<file path="src/rtl/sdr_dp_pkg.sv">
package sdr_dp_pkg;

  // Number of column beats for a burst code; reserved codes fall back to one.
  function automatic int unsigned burst_words(input logic [2:0] code,
                                              input int unsigned page);
    case (code)
      3'd0:    return 1;
      3'd1:    return 2;
      3'd2:    return 4;
      3'd3:    return 8;
      3'd7:    return page;
      default: return 1;
    endcase
  endfunction

endpackage

</file>
<file path="src/rtl/sdr_beat_seq.sv">
module sdr_beat_seq #(
  parameter int CW = 9
) (
  input  logic          clk,
  input  logic          rst,
  input  logic          start,
  input  logic          stop,
  input  logic [CW-1:0] len,
  output logic          issue,
  output logic [CW-1:0] remain
);

  logic busy;
  assign busy  = remain != '0;
  // A start always issues; an active burst issues unless cut this cycle.
  assign issue = start | (busy & ~stop);

  always_ff @(posedge clk) begin
    if (rst)        remain <= '0;
    else if (start) remain <= len - CW'(1);
    else if (stop)  remain <= '0;
    else if (busy)  remain <= remain - CW'(1);
  end

endmodule

</file>
<file path="src/rtl/sdr_rd_capture.sv">
module sdr_rd_capture #(
  parameter int DW      = 16,
  parameter int MAX_LAT = 3,
  parameter int LW      = 2
) (
  input  logic          clk,
  input  logic          rst,
  input  logic [LW-1:0] lat,
  input  logic          issue,
  input  logic          issue_last,
  input  logic          cut,
  input  logic [DW-1:0] dq_in,
  output logic          rd_valid,
  output logic          rd_last,
  output logic [DW-1:0] rd_data
);

  // One valid bit and one last bit per stage; stage i holds beats issued i edges ago.
  logic [MAX_LAT:1] pv, pl;
  logic             l1, tap_v, tap_l;

  // A cut marks the beat issued one edge earlier as the burst end.
  assign l1 = pl[1] | cut;

  always_ff @(posedge clk) begin
    if (rst) begin
      pv <= '0;
      pl <= '0;
    end else begin
      pv[1] <= issue;
      pl[1] <= issue_last;
      for (int i = 2; i <= MAX_LAT; i++) begin
        pv[i] <= pv[i-1];
        pl[i] <= (i == 2) ? l1 : pl[i-1];
      end
    end
  end

  always_comb begin
    tap_v = 1'b0;
    tap_l = 1'b0;
    for (int i = 1; i <= MAX_LAT; i++) begin
      if (int'(lat) == i) begin
        tap_v = pv[i];
        tap_l = (i == 1) ? l1 : pl[i];
      end
    end
  end

  always_ff @(posedge clk) begin
    if (rst) begin
      rd_valid <= 1'b0;
      rd_last  <= 1'b0;
      rd_data  <= '0;
    end else begin
      rd_valid <= tap_v;
      rd_last  <= tap_v & tap_l;
      if (tap_v) rd_data <= dq_in;
    end
  end

endmodule

</file>
<file path="src/rtl/sdr_wr_drive.sv">
module sdr_wr_drive #(
  parameter int DW = 16
) (
  input  logic          clk,
  input  logic          rst,
  input  logic          issue,
  input  logic [DW-1:0] wr_data,
  output logic [DW-1:0] dq_out,
  output logic          dq_oe
);

  always_ff @(posedge clk) begin
    if (rst) begin
      dq_oe  <= 1'b0;
      dq_out <= '0;
    end else begin
      dq_oe <= issue;
      if (issue) dq_out <= wr_data;
    end
  end

endmodule

</file>
<file path="src/rtl/sdr_col_datapath.sv">
module sdr_col_datapath
  import sdr_dp_pkg::*;
#(
  parameter  int DW         = 16,
  parameter  int PAGE_WORDS = 256,
  parameter  int MAX_LAT    = 3,
  localparam int LW         = $clog2(MAX_LAT + 1),
  localparam int CW         = $clog2(PAGE_WORDS + 1)
) (
  input  logic          clk,
  input  logic          rst,
  input  logic [LW-1:0] cfg_lat,
  input  logic [2:0]    cfg_burst,
  input  logic          cfg_wr_single,
  input  logic          cfg_fast,
  input  logic          cmd_valid,
  input  logic          cmd_write,
  input  logic          cmd_term,
  input  logic [DW-1:0] wr_data,
  output logic          wr_pend,
  input  logic [DW-1:0] dq_in,
  output logic [DW-1:0] dq_out,
  output logic          dq_oe,
  output logic          rd_valid,
  output logic [DW-1:0] rd_data,
  output logic          rd_last,
  output logic          cfg_err
);

  logic [CW-1:0] rd_len, wr_len, rd_remain, wr_remain;
  logic          rd_start, wr_start, any_stop;
  logic          rd_issue, wr_issue, rd_issue_last, rd_cut;

  assign rd_len   = CW'(burst_words(cfg_burst, PAGE_WORDS));
  assign wr_len   = cfg_wr_single ? CW'(1) : rd_len;
  assign rd_start = cmd_valid & ~cmd_write;
  assign wr_start = cmd_valid &  cmd_write;
  assign any_stop = cmd_valid | cmd_term;

  sdr_beat_seq #(.CW(CW)) u_rd_seq (
    .clk(clk), .rst(rst), .start(rd_start), .stop(any_stop),
    .len(rd_len), .issue(rd_issue), .remain(rd_remain)
  );

  sdr_beat_seq #(.CW(CW)) u_wr_seq (
    .clk(clk), .rst(rst), .start(wr_start), .stop(any_stop),
    .len(wr_len), .issue(wr_issue), .remain(wr_remain)
  );

  assign rd_issue_last = rd_start ? (rd_len == CW'(1)) : (rd_remain == CW'(1));
  assign rd_cut        = (rd_remain != '0) & any_stop;
  assign wr_pend       = wr_remain != '0;

  sdr_rd_capture #(.DW(DW), .MAX_LAT(MAX_LAT), .LW(LW)) u_capture (
    .clk(clk), .rst(rst), .lat(cfg_lat), .issue(rd_issue),
    .issue_last(rd_issue_last), .cut(rd_cut), .dq_in(dq_in),
    .rd_valid(rd_valid), .rd_last(rd_last), .rd_data(rd_data)
  );

  sdr_wr_drive #(.DW(DW)) u_wr_drive (
    .clk(clk), .rst(rst), .issue(wr_issue), .wr_data(wr_data),
    .dq_out(dq_out), .dq_oe(dq_oe)
  );

  always_ff @(posedge clk) begin
    if (rst) cfg_err <= 1'b0;
    else     cfg_err <= (cfg_lat == '0) | (cfg_fast & (cfg_lat == LW'(2)));
  end

endmodule

</file>
<file path="config.mk">
export PLATFORM = sky130hd
export DESIGN_NAME = sdr_col_datapath
export DESIGN_NICKNAME = d
export VERILOG_FILES = /design/src/rtl/sdr_dp_pkg.sv /design/src/rtl/sdr_beat_seq.sv /design/src/rtl/sdr_rd_capture.sv /design/src/rtl/sdr_wr_drive.sv /design/src/rtl/sdr_col_datapath.sv
export SDC_FILE = /design/constraint.sdc
export NUM_CORES = 1
export LEC_CHECK = 0
export CAP_MARGIN = 5
export CORE_MARGIN = 2
export CORE_UTILIZATION = 47
export DETAILED_ROUTE_END_ITERATION = 7
export GPL_TIMING_DRIVEN = 0
export PLACE_DENSITY = 0.88
export SLEW_MARGIN = 20
export SYNTH_ARGS = -nofsm -noshare
export SYNTH_HDL_FRONTEND = slang
export SYNTH_SLANG_ARGS = --single-unit
</file>
<file path="constraint.sdc">
create_clock -name clk -period 2.2 [get_ports clk]
set_clock_uncertainty 0.15 [all_clocks]
set_input_delay 0.33 -clock clk [delete_from_list [all_inputs] [get_ports clk]]
set_output_delay 0.33 -clock clk [all_outputs]
set_load 0.05 [all_outputs]
</file>
* Word-level counts from Yosys, hierarchy flattened *
Index checks and enable logic that the tools add are counted.

operators by class
  add/subtract/negate cells = 4
  multiply operators = 0
  div/mod/pow operators = 0
  magnitude comparators = 0
  equal/unequal tests = 10
  shift-type cells = 0
  multiplexer cells = 15
  bitwise operators = 14
  reductions and logical operators = 5

operators with widths
  kind                   count
  $mux W9                7
  $pmux W9 S4            1
  $sub A9 B1 Y9 const B  4
  $eq A9 B1 Y1 const B   2
  $reduce_bool A9 Y1     2
  $and A1 B1 Y1          7
  $mux W1                7
  $eq A2 B2 Y1 const B   3
  $eq A3 B2 Y1 const B   2
  $reduce_bool A3 Y1     2
  $or A1 B1 Y1           5
  $eq A3 B1 Y1 const B   1
  $eq A3 B3 Y1 const B   1
  $eq A2 B1 Y1 const B   1
  $logic_not A2 Y1       1
  $not A1 Y1             2

word-level totals
  register bits after elaboration = 60
  latch bits = 0
  bits in writable memories = 0
  memory bits (read-only) = 0
  bits of input ports = 44
  output and inout bits = 37
  logic and storage cells = 58
  memories kept = 0

* Logic depth before layout (Yosys ltp) *
  depth after elaboration = 7
  depth in mapped cells = 9
  depth with buffers taken out = 8

* Hierarchy *
Synthesis repeated with hierarchy kept, for this count alone.

unflattened totals
  cell total of the unflattened synthesis = 306
  area, all modules = 2962.8 µm²

modules (own cells, without submodules)
  module            instances  cells an instance  area each (µm²)  seq. area each (µm²)
  sdr_beat_seq      2          80                 695.7            180.2
  sdr_rd_capture    1          61                 778.2            480.5
  sdr_wr_drive      1          54                 608.1            340.3
  sdr_col_datapath  1          31                 185.2            20.0

* Worst setup path after synthesis *
No wires, ideal clock.

  path kind = reg-to-reg
  from = reg u_wr_seq.remain[0]
  to = reg u_wr_drive.dq_out[10]
  setup time = 0.072 ns
  data arrival time = 2.042 ns
  data required time = 1.978 ns
  setup slack = -0.064 ns
  cell stages (with the launch flop) = 9
  path buffers = 2
  period minus slack after synthesis = 2.264 ns
  cells stage by stage = dfxtp_1 inv_1 ha_1 nor3b_1 nand3_1 a21boi_1 buf_4 buf_6 mux2i_1

on the way
  cells in the longest elaborated chain, start to end = 3

RTL lines
  item                    RTL line                RTL
  from (decl)             sdr_beat_seq.sv:10      output logic [CW-1:0] remain
  from (signal assigned)  sdr_beat_seq.sv:20      else if (start) remain <= len - CW'(1);
  from (signal assigned)  sdr_beat_seq.sv:22      else if (busy) remain <= remain - CW'(1);
  $reduce_bool A9 Y1      n/a
  net wr_pend             sdr_col_datapath.sv:20  output logic wr_pend,
  $and A1 B1 Y1           sdr_beat_seq.sv:16      assign issue = start | (busy & ~stop);
  $or A1 B1 Y1            sdr_beat_seq.sv:16
  to (signal assigned)    sdr_wr_drive.sv:18      if (issue) dq_out <= wr_data;
  to (decl)               sdr_wr_drive.sv:8       output logic [DW-1:0] dq_out,

The timed path passes the listed nets, and every way through them passes these cells.
A chain may end at the register's enable or synchronous reset.

* Final worst setup path *
  from = reg u_wr_seq.remain[0]
  to = out wr_pend

on the way
  cells in the longest elaborated chain, start to end = 1

RTL lines
  item                RTL line                RTL
  $reduce_bool A9 Y1  sdr_col_datapath.sv:52  assign wr_pend = wr_remain != '0;
  to (decl)           sdr_col_datapath.sv:20

No other way between the ends.

==> results by group <==
Floorplanning
  • Die ar.: 0.00663 sq mm
  • Core Area: 0.00585 sq mm
  • Rows: 28
  • Die Span Y: 81.4 um
  • Starting Density: 0.482
  • Ports: 81
  • Die X-Extent: between 80 and 90 um

Power and ir drop
  • Register share of total power: 0.413
  • Internal: roughly 2000 uW
  • Cell Pwr Density: ~760 mW/mm^2
  • Logic pwr share: 0.249
  • Clock share of power: 0.338
  • Total power: 2940 uW
  • Switch share: 0.319
  • Leakage: about 0.0015 uW
  • P_sw: 939 uW
  • Peak supply drop: 0.483 mV

Place
  • HPWL Detailed: 4870 um
  • Routability cong.: about 0.91
  • # port buffers: between 70 and 80
  • DP Cell Count: 455

Worst setup path
  • R2r setup slk: 210 ps
  • Worst reg2reg endpoint: u_wr_drive.dq_out[10]
  • R2r startpoint: u_wr_seq.remain[0]
  • Number of cells on the worst reg-to-reg path: 8
  • Worst Path Required: 1720 ps
  • Worst setup SP type: register
  • Critical Path AT: 1580 ps
  • Crit-path max FO: 5
  • Critical path class: reg -> out
  • Setup crit end kind: primary output

Worst hold path
  • Hold Path End: u_capture.rd_valid
  • Hold path depth: 2
  • Worst hold start: rst
  • Hold Path Class: in -> reg

Logic synthesis
  • Synth warnings: 0
  • Mapped Avg Cell Area: around 9.3 sq um
  • Post-synth top area share: 0.426
  • Post-synth cell types: 51
  • Leading area contributor after synthesis: dfxtp_1
  • Async set-reset flop share out of synthesis: 0
  • Net count after synthesis: approximately 350
  • Post-Syn Area: between 0.002 and 0.003 sq mm
  • Ys flop type: dfxtp_1
  • Synth Register Bits: 60
  • Register area share after synthesis: 0.426
  • EDFF count, synth: 0
  • Mapped Cells: ~300
  • Area contributors post-synth: dfxtp_1 (43%), mux2i_1 (12%), nand2b_1 (8.7%)

Final layout
  • Synth-to-layout area growth: 38.2%
  • Layout cell share with drive strength beyond 1: 0.0909
  • Fillers: 450
  • Commonest cells after routing, fill and taps aside: clkdlybuf4s50_1 (75), dfxtp_1 (60), nand2b_1 (39)
  • Final core utilization: 0.666
  • Post-layout net count: around 440
  • Antenna cells: 0
  • Most common cell after layout, fill and taps aside: clkdlybuf4s50_1
  • Final std cells w/o fill: around 470

Timing
  • Setup TNS: 0 ps
  • Minimum clock period: 2060 ps
  • Worst-case headroom to the max-slew limit: 0.636
  • Max Freq: between 0.4 and 0.5 GHz
  • Final Hold Fails: 0
  • Max-slew violations: 0
  • Period utilization: 0.936
  • RSZ-0062 raised after global routing: no
  • Final Setup Violations: 0
  • Worst-Margin Slew: 546 ps

Global route
  • Initial antenna violation count: 0
  • Largest net degree at the start of global routing: 13
  • First-pass GRT wire length: 10600 um
  • Vias in the first global route: 2332
  • Grt ovf: 0
  • GRT Overall Usage: 0.208

Routing
  • Router iterations before antenna repair: 4
  • Vias: around 2500
  • Initial DRC count: 110
  • Vias/cell: 5.34
  • DR WL/cell: 14.0 um
  • Final WL: around 6600 um
  • Post-route ant nets: 0
  • DRC Markers: 0

Clock network
  • Worst-Skew Late Latency: 340 ps
  • Max Root-Sink Buffers: 2
  • Root Driver: clkbuf_8
  • # Post-CTS Setup Buffers: 0
  • H-tree levels: 3
  • Clock-pin slew on the worst setup and hold paths: about 70 ps
  • CTS tree: built
  • CTS Buf Count: 9
  • Clk sinks: 60

Run status
  • Outcome: finished, final reports clean

Run
  • Number of max-cap violations: 0
==> registers in the layout, indices dropped and copies added, names as in the netlist <==
name and flops:
u_capture.rd_data 16, u_wr_drive.dq_out 16, u_rd_seq.remain 9, u_wr_seq.remain 9, u_capture.pl 3, u_capture.pv 3, cfg_err 1, u_capture.rd_last 1
u_capture.rd_valid 1, u_wr_drive.dq_oe 1
==> cell usage after synthesis (2+ instances only) <==
cell type and n:
nor2b_1 7, buf_6 2, a32oi_1 2, o221a_2 2
xor2_1 2, nor3b_1 3, and3_1 2, clkbuf_1 11
inv_1 6, nand2_1 14, nand4_1 3, dfxtp_1 60
mux2i_1 34, nand2b_1 39, a21oi_1 15, or3_1 6
a22o_1 2, o21a_1 5, a211oi_1 3, o21ai_0 7
o311ai_0 2, nand3_1 2, nor3_1 7, xnor2_1 2
nor2_1 34, ha_1 6
==> per-layer routing <==
layer	vias up	track usage	wire length, um	share of wire
met4	0	0.0644	70	0.011
met3	9	0.0747	539	0.082
met1	1168	0.266	2770	0.42
li1	1235	-	-	-
met2	101	0.330	3230	0.49
met5	-	0	0	0
==> worst max-delay path: stages (launching register included) <==
cell and delay, ps:
dfxtp_1 390, inv_1 60, ha_1 230, nor3b_2 180
nand3_2 110, buf_2 270
==> worst max-delay path by stage <==
stage | end | slack, ps | start | cells past startpoint
floorplan | u_wr_drive.dq_out[10] | 110 | u_wr_seq.remain[0] | 8
global placement | u_wr_seq.remain[8] | -280 | cfg_burst[2] | 9
detailed placement | u_wr_seq.remain[8] | -330 | cfg_burst[2] | 9
CTS | wr_pend | 7 | u_wr_seq.remain[0] | 5
global route | wr_pend | 40 | u_wr_seq.remain[0] | 5
finish | wr_pend | 140 | u_wr_seq.remain[0] | 5
==> what timing repair did <==
action                                 4_1_cts  5_1_grt
gates resized for setup                      4        4
endpoints found under the hold margin        0        0
setup endpoints to repair                    1        2
hold buffers                                 0        0
==> metrics by stage <==
| stage | hold slack (ps) | setup slack, ps | instance area, sq um |
|---|---|---|---|
| 6_report | 262 | 142 | 3890 |
| 5_1_grt | 294 | 40.8 | 3890 |
| 4_1_cts | 242 | 7.44 | 3890 |
| 3_5_place_dp | 307 | -334 | 3690 |
| 3_3_place_gp | 293 | -281 | 3690 |
| 2_1_floorplan | 253 | 108 | 2820 |
==> area by class of cell <==
cell class	instances	area, sq um	area share
inverters	6	22.5	0.00578
repair buffers	77	768	0.197
plain buffers	15	76.3	0.0196
clock inverters	7	76.3	0.0196
flip-flops and latches	60	1200	0.308
well taps	75	93.8	0.0241
clock buffers	9	124	0.0318
multi-input cells	222	1530	0.393
==> logic make-up (layout without fill, tap and decap cells) <==
group	after synthesis	after routing	share of synthesized area
xor gates and xnor gates	4	4	0.0124
AOI/OAI and AO/OA	48	48	0.117
DFF	60	60	0.426
adders and majority gates	6	6	0.0266
muxes	35	35	0.129
buffers and inverters	21	114	0.0351
and+or+nand+nor	129	129	0.254
==> power by group through the flow <==
stage | clock, uW | combinational (uW) | sequential [uW]
after global routing | 1070 | 786 | 1220
final | 996 | 732 | 1220
after detailed placement | 0 | 730 | 1240
after floorplan | 0 | 359 | 1370
after global placement | 0 | 717 | 1230
after CTS | 1010 | 735 | 1210
Power figures use the tool's default switching activity.
